==> config.mk <==
export PLATFORM = sky130hd
export DESIGN_NAME = sdram_rd_seq
export DESIGN_NICKNAME = d
export VERILOG_FILES = /design/src/rtl/sdram_rd_seq_pkg.sv /design/src/rtl/sdram_wait_timer.sv /design/src/rtl/sdram_seq_fsm.sv /design/src/rtl/sdram_rd_seq.sv
export SDC_FILE = /design/constraint.sdc
export NUM_CORES = 1
export LEC_CHECK = 0
export ABC_AREA = 1
export BUFFER_PORTS_ARGS = -buffer_cell sky130_fd_sc_hd__buf_2
export CAP_MARGIN = 20
export CORE_UTILIZATION = 40
export DETAILED_ROUTE_END_ITERATION = 8
export SETUP_SLACK_MARGIN = 0.5
export SLEW_MARGIN = 0
export SYNTH_ARGS = -nofsm -noshare
export SYNTH_HDL_FRONTEND = slang
export SYNTH_SLANG_ARGS = --single-unit
export TNS_END_PERCENT = 10
==> constraint.sdc <==
create_clock -name clk -period 2.1 [get_ports clk]
set_clock_uncertainty 0.05 [all_clocks]
set_input_delay 0.42 -clock clk [delete_from_list [all_inputs] [get_ports clk]]
set_output_delay 0.42 -clock clk [all_outputs]
set_load 0.01 [all_outputs]
==> src/rtl/sdram_rd_seq_pkg.sv <==
package sdram_rd_seq_pkg;

    typedef enum logic [2:0] {
        CMD_NOP  = 3'b111,
        CMD_PRE  = 3'b010,
        CMD_ACT  = 3'b011,
        CMD_READ = 3'b101,
        CMD_REF  = 3'b001
    } sd_cmd_e;

    typedef enum logic [2:0] {
        ST_IDLE,
        ST_GUARD,
        ST_PRE,
        ST_ACT,
        ST_READ,
        ST_REF
    } seq_state_e;

endpackage

==> src/rtl/sdram_wait_timer.sv <==
module sdram_wait_timer #(
    parameter int W = 4
) (
    input  logic         clk,
    input  logic         rst_n,
    input  logic         load,
    input  logic [W-1:0] load_val,
    output logic         done
);

    logic [W-1:0] cnt_q;

    always_ff @(posedge clk) begin
        if (!rst_n) begin
            cnt_q <= '0;
        end else if (load) begin
            cnt_q <= load_val;
        end else if (cnt_q != '0) begin
            cnt_q <= cnt_q - 1'b1;
        end
    end

    assign done = (cnt_q == '0);

endmodule

==> src/rtl/sdram_seq_fsm.sv <==
module sdram_seq_fsm
    import sdram_rd_seq_pkg::*;
#(
    parameter int T_CL   = 5,
    parameter int T_RCD  = 3,
    parameter int T_RP   = 3,
    parameter int T_RAS  = 8,
    parameter int ROW_W  = 13,
    parameter int COL_W  = 10,
    parameter int TW     = 4,
    localparam int ADDR_W = (ROW_W > COL_W) ? ROW_W : COL_W
) (
    input  logic              clk,
    input  logic              rst_n,
    input  logic              rd_req,
    input  logic              ref_req,
    input  logic [ROW_W-1:0]  rd_row,
    input  logic [COL_W-1:0]  rd_col,
    input  logic              wait_done,
    input  logic              ras_done,
    output logic              wait_load,
    output logic [TW-1:0]     wait_val,
    output logic              ras_load,
    output logic [2:0]        cmd,
    output logic [ADDR_W-1:0] addr,
    output logic              busy,
    output logic              valid
);

    seq_state_e        state_q, state_d;
    sd_cmd_e           cmd_q, cmd_d;
    logic [ADDR_W-1:0] addr_q, addr_d;
    logic              valid_q, valid_d;
    logic              op_ref_q, op_ref_d;
    logic [ROW_W-1:0]  row_q;
    logic [COL_W-1:0]  col_q;
    logic              capture;

    // State register
    always_ff @(posedge clk) begin
        if (!rst_n) begin
            state_q  <= ST_IDLE;
            op_ref_q <= 1'b0;
        end else begin
            state_q  <= state_d;
            op_ref_q <= op_ref_d;
        end
    end

    // Address capture at acceptance
    always_ff @(posedge clk) begin
        if (!rst_n) begin
            row_q <= '0;
            col_q <= '0;
        end else if (capture) begin
            row_q <= rd_row;
            col_q <= rd_col;
        end
    end

    // Next state and next command
    always_comb begin
        state_d   = state_q;
        op_ref_d  = op_ref_q;
        cmd_d     = CMD_NOP;
        addr_d    = '0;
        valid_d   = 1'b0;
        wait_load = 1'b0;
        wait_val  = '0;
        ras_load  = 1'b0;
        capture   = 1'b0;
        unique case (state_q)
            ST_IDLE: begin
                if (ref_req || rd_req) begin
                    op_ref_d = ref_req;
                    capture  = !ref_req;
                    if (ras_done) begin
                        state_d   = ST_PRE;
                        cmd_d     = CMD_PRE;
                        wait_load = 1'b1;
                        wait_val  = TW'(T_RP - 1);
                    end else begin
                        state_d = ST_GUARD;
                    end
                end
            end
            ST_GUARD: begin
                if (ras_done) begin
                    state_d   = ST_PRE;
                    cmd_d     = CMD_PRE;
                    wait_load = 1'b1;
                    wait_val  = TW'(T_RP - 1);
                end
            end
            ST_PRE: begin
                if (wait_done) begin
                    wait_load = 1'b1;
                    ras_load  = 1'b1;
                    if (op_ref_q) begin
                        state_d  = ST_REF;
                        cmd_d    = CMD_REF;
                        wait_val = TW'(T_RAS - 1);
                    end else begin
                        state_d  = ST_ACT;
                        cmd_d    = CMD_ACT;
                        addr_d   = ADDR_W'(row_q);
                        wait_val = TW'(T_RCD - 1);
                    end
                end
            end
            ST_ACT: begin
                if (wait_done) begin
                    state_d   = ST_READ;
                    cmd_d     = CMD_READ;
                    addr_d    = ADDR_W'(col_q);
                    wait_load = 1'b1;
                    wait_val  = TW'(T_CL - 1);
                end
            end
            ST_READ: begin
                if (wait_done) begin
                    state_d = ST_IDLE;
                    valid_d = 1'b1;
                end
            end
            ST_REF: begin
                if (wait_done) begin
                    state_d = ST_IDLE;
                end
            end
            default: state_d = ST_IDLE;
        endcase
    end

    // Registered outputs
    always_ff @(posedge clk) begin
        if (!rst_n) begin
            cmd_q   <= CMD_NOP;
            addr_q  <= '0;
            valid_q <= 1'b0;
        end else begin
            cmd_q   <= cmd_d;
            addr_q  <= addr_d;
            valid_q <= valid_d;
        end
    end

    assign cmd   = cmd_q;
    assign addr  = addr_q;
    assign valid = valid_q;
    assign busy  = (state_q != ST_IDLE);

    // the valid strobe coincides with the return to idle
    assert_valid_not_busy_R6: assert property (@(posedge clk) disable iff (!rst_n)
        valid |-> !busy);

    // a valid strobe lasts one cycle only
    assert_valid_single_R3: assert property (@(posedge clk) disable iff (!rst_n)
        valid |=> !valid);

endmodule

==> src/rtl/sdram_rd_seq.sv <==
module sdram_rd_seq
    import sdram_rd_seq_pkg::*;
#(
    parameter int T_CL  = 5,
    parameter int T_RCD = 3,
    parameter int T_RP  = 3,
    parameter int T_RAS = 8,
    parameter int ROW_W = 13,
    parameter int COL_W = 10,
    localparam int ADDR_W = (ROW_W > COL_W) ? ROW_W : COL_W
) (
    input  logic              clk,
    input  logic              rst_n,
    input  logic              rd_req,
    input  logic [ROW_W-1:0]  rd_row,
    input  logic [COL_W-1:0]  rd_col,
    input  logic              ref_req,
    output logic [2:0]        sd_cmd,
    output logic [ADDR_W-1:0] sd_addr,
    output logic              busy,
    output logic              rd_valid
);

    localparam int MAXT_A = (T_CL > T_RCD) ? T_CL : T_RCD;
    localparam int MAXT_B = (T_RP > T_RAS) ? T_RP : T_RAS;
    localparam int MAXT   = (MAXT_A > MAXT_B) ? MAXT_A : MAXT_B;
    localparam int TW     = $clog2(MAXT + 1);
    localparam int SW     = $clog2(MAXT + 2) + 1;

    logic          wait_load, wait_done, ras_load, ras_done;
    logic [TW-1:0] wait_val;

    sdram_wait_timer #(.W(TW)) wait_tmr_i (
        .clk      (clk),
        .rst_n    (rst_n),
        .load     (wait_load),
        .load_val (wait_val),
        .done     (wait_done)
    );

    sdram_wait_timer #(.W(TW)) ras_tmr_i (
        .clk      (clk),
        .rst_n    (rst_n),
        .load     (ras_load),
        .load_val (TW'(T_RAS - 1)),
        .done     (ras_done)
    );

    sdram_seq_fsm #(
        .T_CL  (T_CL),
        .T_RCD (T_RCD),
        .T_RP  (T_RP),
        .T_RAS (T_RAS),
        .ROW_W (ROW_W),
        .COL_W (COL_W),
        .TW    (TW)
    ) fsm_i (
        .clk       (clk),
        .rst_n     (rst_n),
        .rd_req    (rd_req),
        .ref_req   (ref_req),
        .rd_row    (rd_row),
        .rd_col    (rd_col),
        .wait_done (wait_done),
        .ras_done  (ras_done),
        .wait_load (wait_load),
        .wait_val  (wait_val),
        .ras_load  (ras_load),
        .cmd       (sd_cmd),
        .addr      (sd_addr),
        .busy      (busy),
        .valid     (rd_valid)
    );

    // Spacing monitors on the command bus, saturating
    logic [SW-1:0] since_pre, since_act, since_rd, since_row;

    always_ff @(posedge clk) begin
        if (!rst_n) begin
            since_pre <= '1;
            since_act <= '1;
            since_rd  <= '1;
            since_row <= '1;
        end else begin
            since_pre <= (sd_cmd == CMD_PRE)  ? SW'(1) : ((since_pre == '1) ? since_pre : since_pre + 1'b1);
            since_act <= (sd_cmd == CMD_ACT)  ? SW'(1) : ((since_act == '1) ? since_act : since_act + 1'b1);
            since_rd  <= (sd_cmd == CMD_READ) ? SW'(1) : ((since_rd  == '1) ? since_rd  : since_rd  + 1'b1);
            since_row <= (sd_cmd == CMD_ACT || sd_cmd == CMD_REF) ? SW'(1)
                       : ((since_row == '1) ? since_row : since_row + 1'b1);
        end
    end

    // only the five defined encodings appear on the bus
    assert_cmd_legal_R2: assert property (@(posedge clk) disable iff (!rst_n)
        (sd_cmd == CMD_NOP || sd_cmd == CMD_PRE || sd_cmd == CMD_ACT ||
         sd_cmd == CMD_READ || sd_cmd == CMD_REF));

    // activate follows precharge by T_RP
    assert_act_after_pre_R2: assert property (@(posedge clk) disable iff (!rst_n)
        (sd_cmd == CMD_ACT) |-> (since_pre == SW'(T_RP)));

    // read follows activate by T_RCD
    assert_read_after_act_R2: assert property (@(posedge clk) disable iff (!rst_n)
        (sd_cmd == CMD_READ) |-> (since_act == SW'(T_RCD)));

    // valid follows read by T_CL
    assert_valid_after_read_R3: assert property (@(posedge clk) disable iff (!rst_n)
        rd_valid |-> (since_rd == SW'(T_CL)));

    // row open time respected before precharge
    assert_row_open_min_R4: assert property (@(posedge clk) disable iff (!rst_n)
        (sd_cmd == CMD_PRE) |-> (since_row >= SW'(T_RAS)));

    // refresh follows precharge by T_RP
    assert_ref_after_pre_R5: assert property (@(posedge clk) disable iff (!rst_n)
        (sd_cmd == CMD_REF) |-> (since_pre == SW'(T_RP)));

endmodule

After elaboration in Yosys (flattened, before gate mapping)
Index checks and enable logic that the tools add are counted.
{ "totals": {"wordCells": 74, "inputBits": 27, "regBits": 52} }
{ "classes": {"addsub": 2, "bitwise_logic": 1, "reduce_logical": 16, "eq_ne": 10, "mux": 35} }
{ "op_table": {"columns": ["op", "count"], "rows": [
  ["$mux W3", 13],
  ["$mux W13", 2],
  ["$pmux W13 S2", 1],
  ["$mux W4", 4],
  ["$pmux W4 S4", 1],
  ["$pmux W3 S5", 1],
  ["$pmux W3 S4", 1],
  ["$mux W10", 1],
  ["$ne A2 B1 Y1 const B", 5],
  ["$logic_not A4 Y1", 2],
  ["$mux W2", 4],
  ["$reduce_bool A4 Y1", 2],
  ["$sub A4 B1 Y4 const B", 2],
  ["$eq A3 B2 Y1 const B", 2],
  ["$eq A3 B3 Y1 const B", 2],
  ["$mux W1", 6],
  ["$reduce_or A2 Y1", 3],
  ["$reduce_and A5 Y1", 1],
  ["$reduce_and A2 Y1", 2],
  ["$reduce_bool A2 Y1", 2],
  ["$eq A3 B1 Y1 const B", 1],
  ["$logic_not A3 Y1", 1],
  ["$pmux W1 S3", 1],
  ["$reduce_bool A3 Y1", 1],
  ["other kinds (3)", 3]
]} }

Logic depth before layout (Yosys ltp)
{ "depth": {"word_depth": 5, "depth_mapped": 9, "depth_no_buf": 9} }

By module
Synthesis repeated with hierarchy kept, for this count alone.
{ "unflattened": {"cells_unflattened": 310, "hier_area_um2": 2232.1} }
{ "by_module_without_submodules": {"columns": ["mod", "cells_per_inst", "area_per_inst_um2", "instances", "seq_area_each_um2"], "rows": [
  ["sdram_seq_fsm", 228, 1729.2, 1, 880.8],
  ["sdram_wait_timer", 40, 247.7, 2, 80.1],
  ["sdram_rd_seq", 2, 7.5, 1, 0.0]
]} }

Worst setup path before layout
OpenSTA, ideal clock, no wires.
{ "synth_path": {"kind": "register to register", "start": "register wait_tmr_i.cnt_q[0]", "end": "register fsm_i.cmd_q[1] (netlist: fsm_i.cmd[1])", "path_buffers": 0, "setup_time_ns": 0.120, "path_stages_with_launch": 8, "period_less_slack_ns": 1.490, "path_slack_ns": 0.610, "t_arrival_ns": 1.321, "cell_sequence": "dfxtp_1 > inv_1 > ha_1 > nand2_1 > inv_1 > nand2_1 > or2_1 > or2_1"} }
{ "synth_via": {"elab_chain_len": 3, "word_cells_on_any_way": 4} }
{ "synth_rtl": {"columns": ["element", "line_no", "rtl"], "rows": [
  ["start, declared", "sdram_wait_timer.sv:11", "logic [W-1:0] cnt_q;"],
  ["start signal, assigned", "sdram_wait_timer.sv:17", "cnt_q <= load_val;"],
  ["start signal, assigned", "sdram_wait_timer.sv:19", "cnt_q <= cnt_q - 1'b1;"],
  ["$logic_not A4 Y1 *", "sdram_wait_timer.sv:23", "assign done = (cnt_q == '0);"],
  ["$mux W2 or $mux W3 (tied branches)", "sdram_seq_fsm.sv:112, sdram_seq_fsm.sv:96", null],
  ["$pmux W3 S4 *", "sdram_seq_fsm.sv:72", "unique case (state_q)"],
  ["end signal, assigned", "sdram_seq_fsm.sv:142", "cmd_q <= cmd_d;"],
  ["end, declared", "sdram_seq_fsm.sv:31", "sd_cmd_e cmd_q, cmd_d;"]
]} }
Every way passes the cells marked *; elsewhere a longest branch is shown, timed or not.
A chain may end at the register's enable or synchronous reset.

Final worst setup path
Same ends and word-level chain as after synthesis.

==> results.json <==
{
  "timing.rr.start": "wait_tmr_i.cnt_q[0]",
  "synth_sequential_area_ratio_pct": 48.7,
  "global_route.usage.total_pct": 18.0,
  "clk-insertion-delay-late_ns": 0.30,
  "maxCapViolations": 0,
  "maximum_fanout_encountered_on_the_critical_timing_path": 9,
  "post-place-cells": 393,
  "worst-setup-path-type": "reg -> reg",
  "core.rowCount": 26,
  "final_common_cell": "nor2_1",
  "synth-async-reset-ratio_pct": 0,
  "drive_gt1_share_pct": 20.5,
  "post_synthesis_mean_instance_area_um2": 7.45,
  "number_of_antenna_violations_at_the_first_check_in_global_routing": 0,
  "fin_tns_setup_ns": 0,
  "netlist.top_cell.by_area": "dfxtp_1",
  "synth_top_area_share_pct": 48.7,
  "vias_per_cell": 4.69,
  "timing.final.hold_violations": 0,
  "worst_pin_slew_ns": 0.545,
  "starting_utilization_of_the_core_area_pct": 41.6,
  "insertedDiodeCount": 0,
  "final-setup-viol-count": 0,
  "met1_track_demand_over_resource_pct": 26.4,
  "drtAntennaViolNets": 0,
  "global_placer_s_final_weighted_congestion": 0.823,
  "synth-warning-count": 0,
  "syn_nets": 317,
  "placeableCoreArea_mm2": 0.00514,
  "cell_by_cell_trace_of_the_critical_path": "inv_1 > ha_1 > nand2_2 > inv_2 > nand2_1 > or2_1 > or2_1",
  "critical_path.endpoint": "fsm_i.cmd[1]",
  "place_area_mm2": 0.00240,
  "mostFrequentLayoutCells": "nor2_1, dfxtp_1, buf_2, nand2_1, o21ai_0",
  "cts.hold.buffers_added": 0,
  "wl_per_cell_um": 11.6,
  "first_pass_grt_wire_length_mm": 7.60,
  "crit_top_cell": "or2_1",
  "drt-pass1-iter-count": 4,
  "clock_tree_from_tritoncts": "done",
  "stdcell_count": 402,
  "synthCells": 287,
  "clkTransAtPathRegs_ns": 0.09,
  "holdWs_ns": 0.284,
  "postSynth.topFlopCell": "dfxtp_1",
  "postSynthRegisterBits": 52,
  "groute.layer.met2.usage_pct": 24.8,
  "period_needed_ns": 1.56,
  "ctsHtreeMaxLevel": 2,
  "slew_headroom_pct": 63.4,
  "cts_root_buffer": "clkbuf_8",
  "post_layout_nets": 361,
  "route.vias.total": 1887,
  "i_o_pin_total": 45,
  "die_width_um": 75.1,
  "worst_path_dominant_cell_family": "simple AND/OR/NAND/NOR gates",
  "synth.cell_area_mm2": 0.00214,
  "hpwl_mm": 3.24,
  "postLayoutCoreUtil_pct": 49.8,
  "post-route-drc-count": 0,
  "critical-path-slowest-cell": "dfxtp_1",
  "setup_ws_post_layout_ns": 0.542,
  "startpoint": "wait_tmr_i.cnt_q[0]",
  "worst-endpoint-required_ns": 2.25,
  "synth.area.top_cells": "dfxtp_1, nor2_1, o21ai_0",
  "hold_path_class": "in -> reg",
  "synth-edff-count": 0,
  "min_path_cells": 3,
  "timing.final.crit_share_pct": 74.2,
  "largest_vdd_supply_drop_v": 0.000600,
  "final_design_area_no_fill_mm2": 0.00256,
  "finalWirelength_mm": 4.65,
  "detailedRoute.firstIterationViolations": 92,
  "grt_most_used_layer": "met1",
  "grt.met3_usage_pct": 5.22,
  "design_power_total_mw": 3.18,
  "vias_in_the_first_global_route": 1625,
  "clock_tree.buffer_depth": 2,
  "cts-buffers-inserted": 5,
  "dpl_worst_slack_ns": 0.109,
  "total_congestion_overflow_after_global_routing": 0,
  "max_stage_delay_ns": 0.30,
  "critPathLaunchType": "flop",
  "netlist-cell-type-count": 27,
  "area_growth_pct": 19.6,
  "timing.critical_path.to_type": "flop",
  "fp.dieArea_mm2": 0.00565,
  "critPathArrivalTime_ns": 1.70,
  "outcome": "completed",
  "max_clock_freq_mhz": 642,
  "clock-sinks": 52,
  "ff2ff_path_depth": 7,
  "port_buffers": 44,
  "rr_endpoint": "fsm_i.cmd[1]",
  "grt_setup_unrepaired": "yes",
  "final_max_slew_viol_count": 0,
  "cellPowerDensity_mw_per_mm2": 1240,
  "critical_path_cell_count": 7,
  "worst-r2r-setup-slack_ns": 0.54,
  "die_h_um": 75.1,
  "critical_path.n_buffers_inverters": 2,
  "pin_count_of_the_biggest_net_entering_global_routing": 35,
  "leakage_power_figure_nw": 1.26
}
## registers in the layout, indices dropped and copies added, names as in the netlist
signal and flops:
wait_tmr_i.cnt_q 4, fsm_i.state_q 3, fsm_i.cmd 3, fsm_i.valid 1, fsm_i.row_q 13, fsm_i.op_ref_q 1
fsm_i.col_q 10, fsm_i.addr 13, ras_tmr_i.cnt_q 4
## kinds of logic after synthesis
family	after synthesis	synth area share, %
flops	52	48.7
fa+ha+maj	3	1.75
buf+inv	44	8.65
simple gates	137	28.3
compound gates	49	11.8
xor+xnor	2	0.819
## worst min-delay path by stage
stage | start | endpoint | slack, ns
2_1_floorplan | fsm_i.row_q[12] | fsm_i.addr[12] | 0.37
3_3_place_gp | fsm_i.row_q[2] | fsm_i.row_q[2] | 0.39
3_5_place_dp | fsm_i.row_q[3] | fsm_i.row_q[3] | 0.39
4_1_cts | rd_row[11] | fsm_i.row_q[11] | 0.28
5_1_grt | rd_row[5] | fsm_i.row_q[5] | 0.28
6_report | rd_row[7] | fsm_i.row_q[7] | 0.28
## Yosys cell counts, types with 2 or more instances
| cell | n |
|---|---|
| nand4_1 | 2 |
| buf_2 | 3 |
| dfxtp_1 | 52 |
| nand2_1 | 39 |
| inv_2 | 3 |
| nand3_1 | 22 |
| nor3b_1 | 3 |
| nor3_1 | 5 |
| a21oi_1 | 12 |
| inv_1 | 31 |
| clkbuf_1 | 4 |
| nor2_1 | 59 |
| ha_1 | 3 |
| or2_1 | 2 |
| buf_6 | 2 |
| o21ai_0 | 34 |
## what timing repair did
action	in CTS	in global routing
resized for setup	2	7
buffers inserted	1	0
setup endpoints to repair	34	29
pin swaps	1	0
## power breakdown
group / switching (mW) / total, mW / internal, mW
Clock: 0.325 / 0.746 / 0.421
Combinational: 0.784 / 1.17 / 0.388
Sequential: 0.0977 / 1.26 / 1.17
## per-layer routing
layer | vias to the layer above | routed length, um
met5 | - | 0
met4 | 0 | 87
met3 | 8 | 202
met2 | 41 | 1840
met1 | 834 | 2520
li1 | 1004 | -
## final cells by class
class / instances / area (um2)
clock inverter: 1 / 30.0
multi-input combinational: 191 / 928
clock buffer: 7 / 96.3
tap: 70 / 87.6
sequential: 52 / 1040
fill: 545 / 2580
inverter: 34 / 133
timing repair buffer: 47 / 243
## worst min-delay path: cells and delay by family
family	cells	cell delay, ns
buf+inv	1	0.07
simple gates	2	0.11
Note: power is estimated with default switching activity, not from simulation.
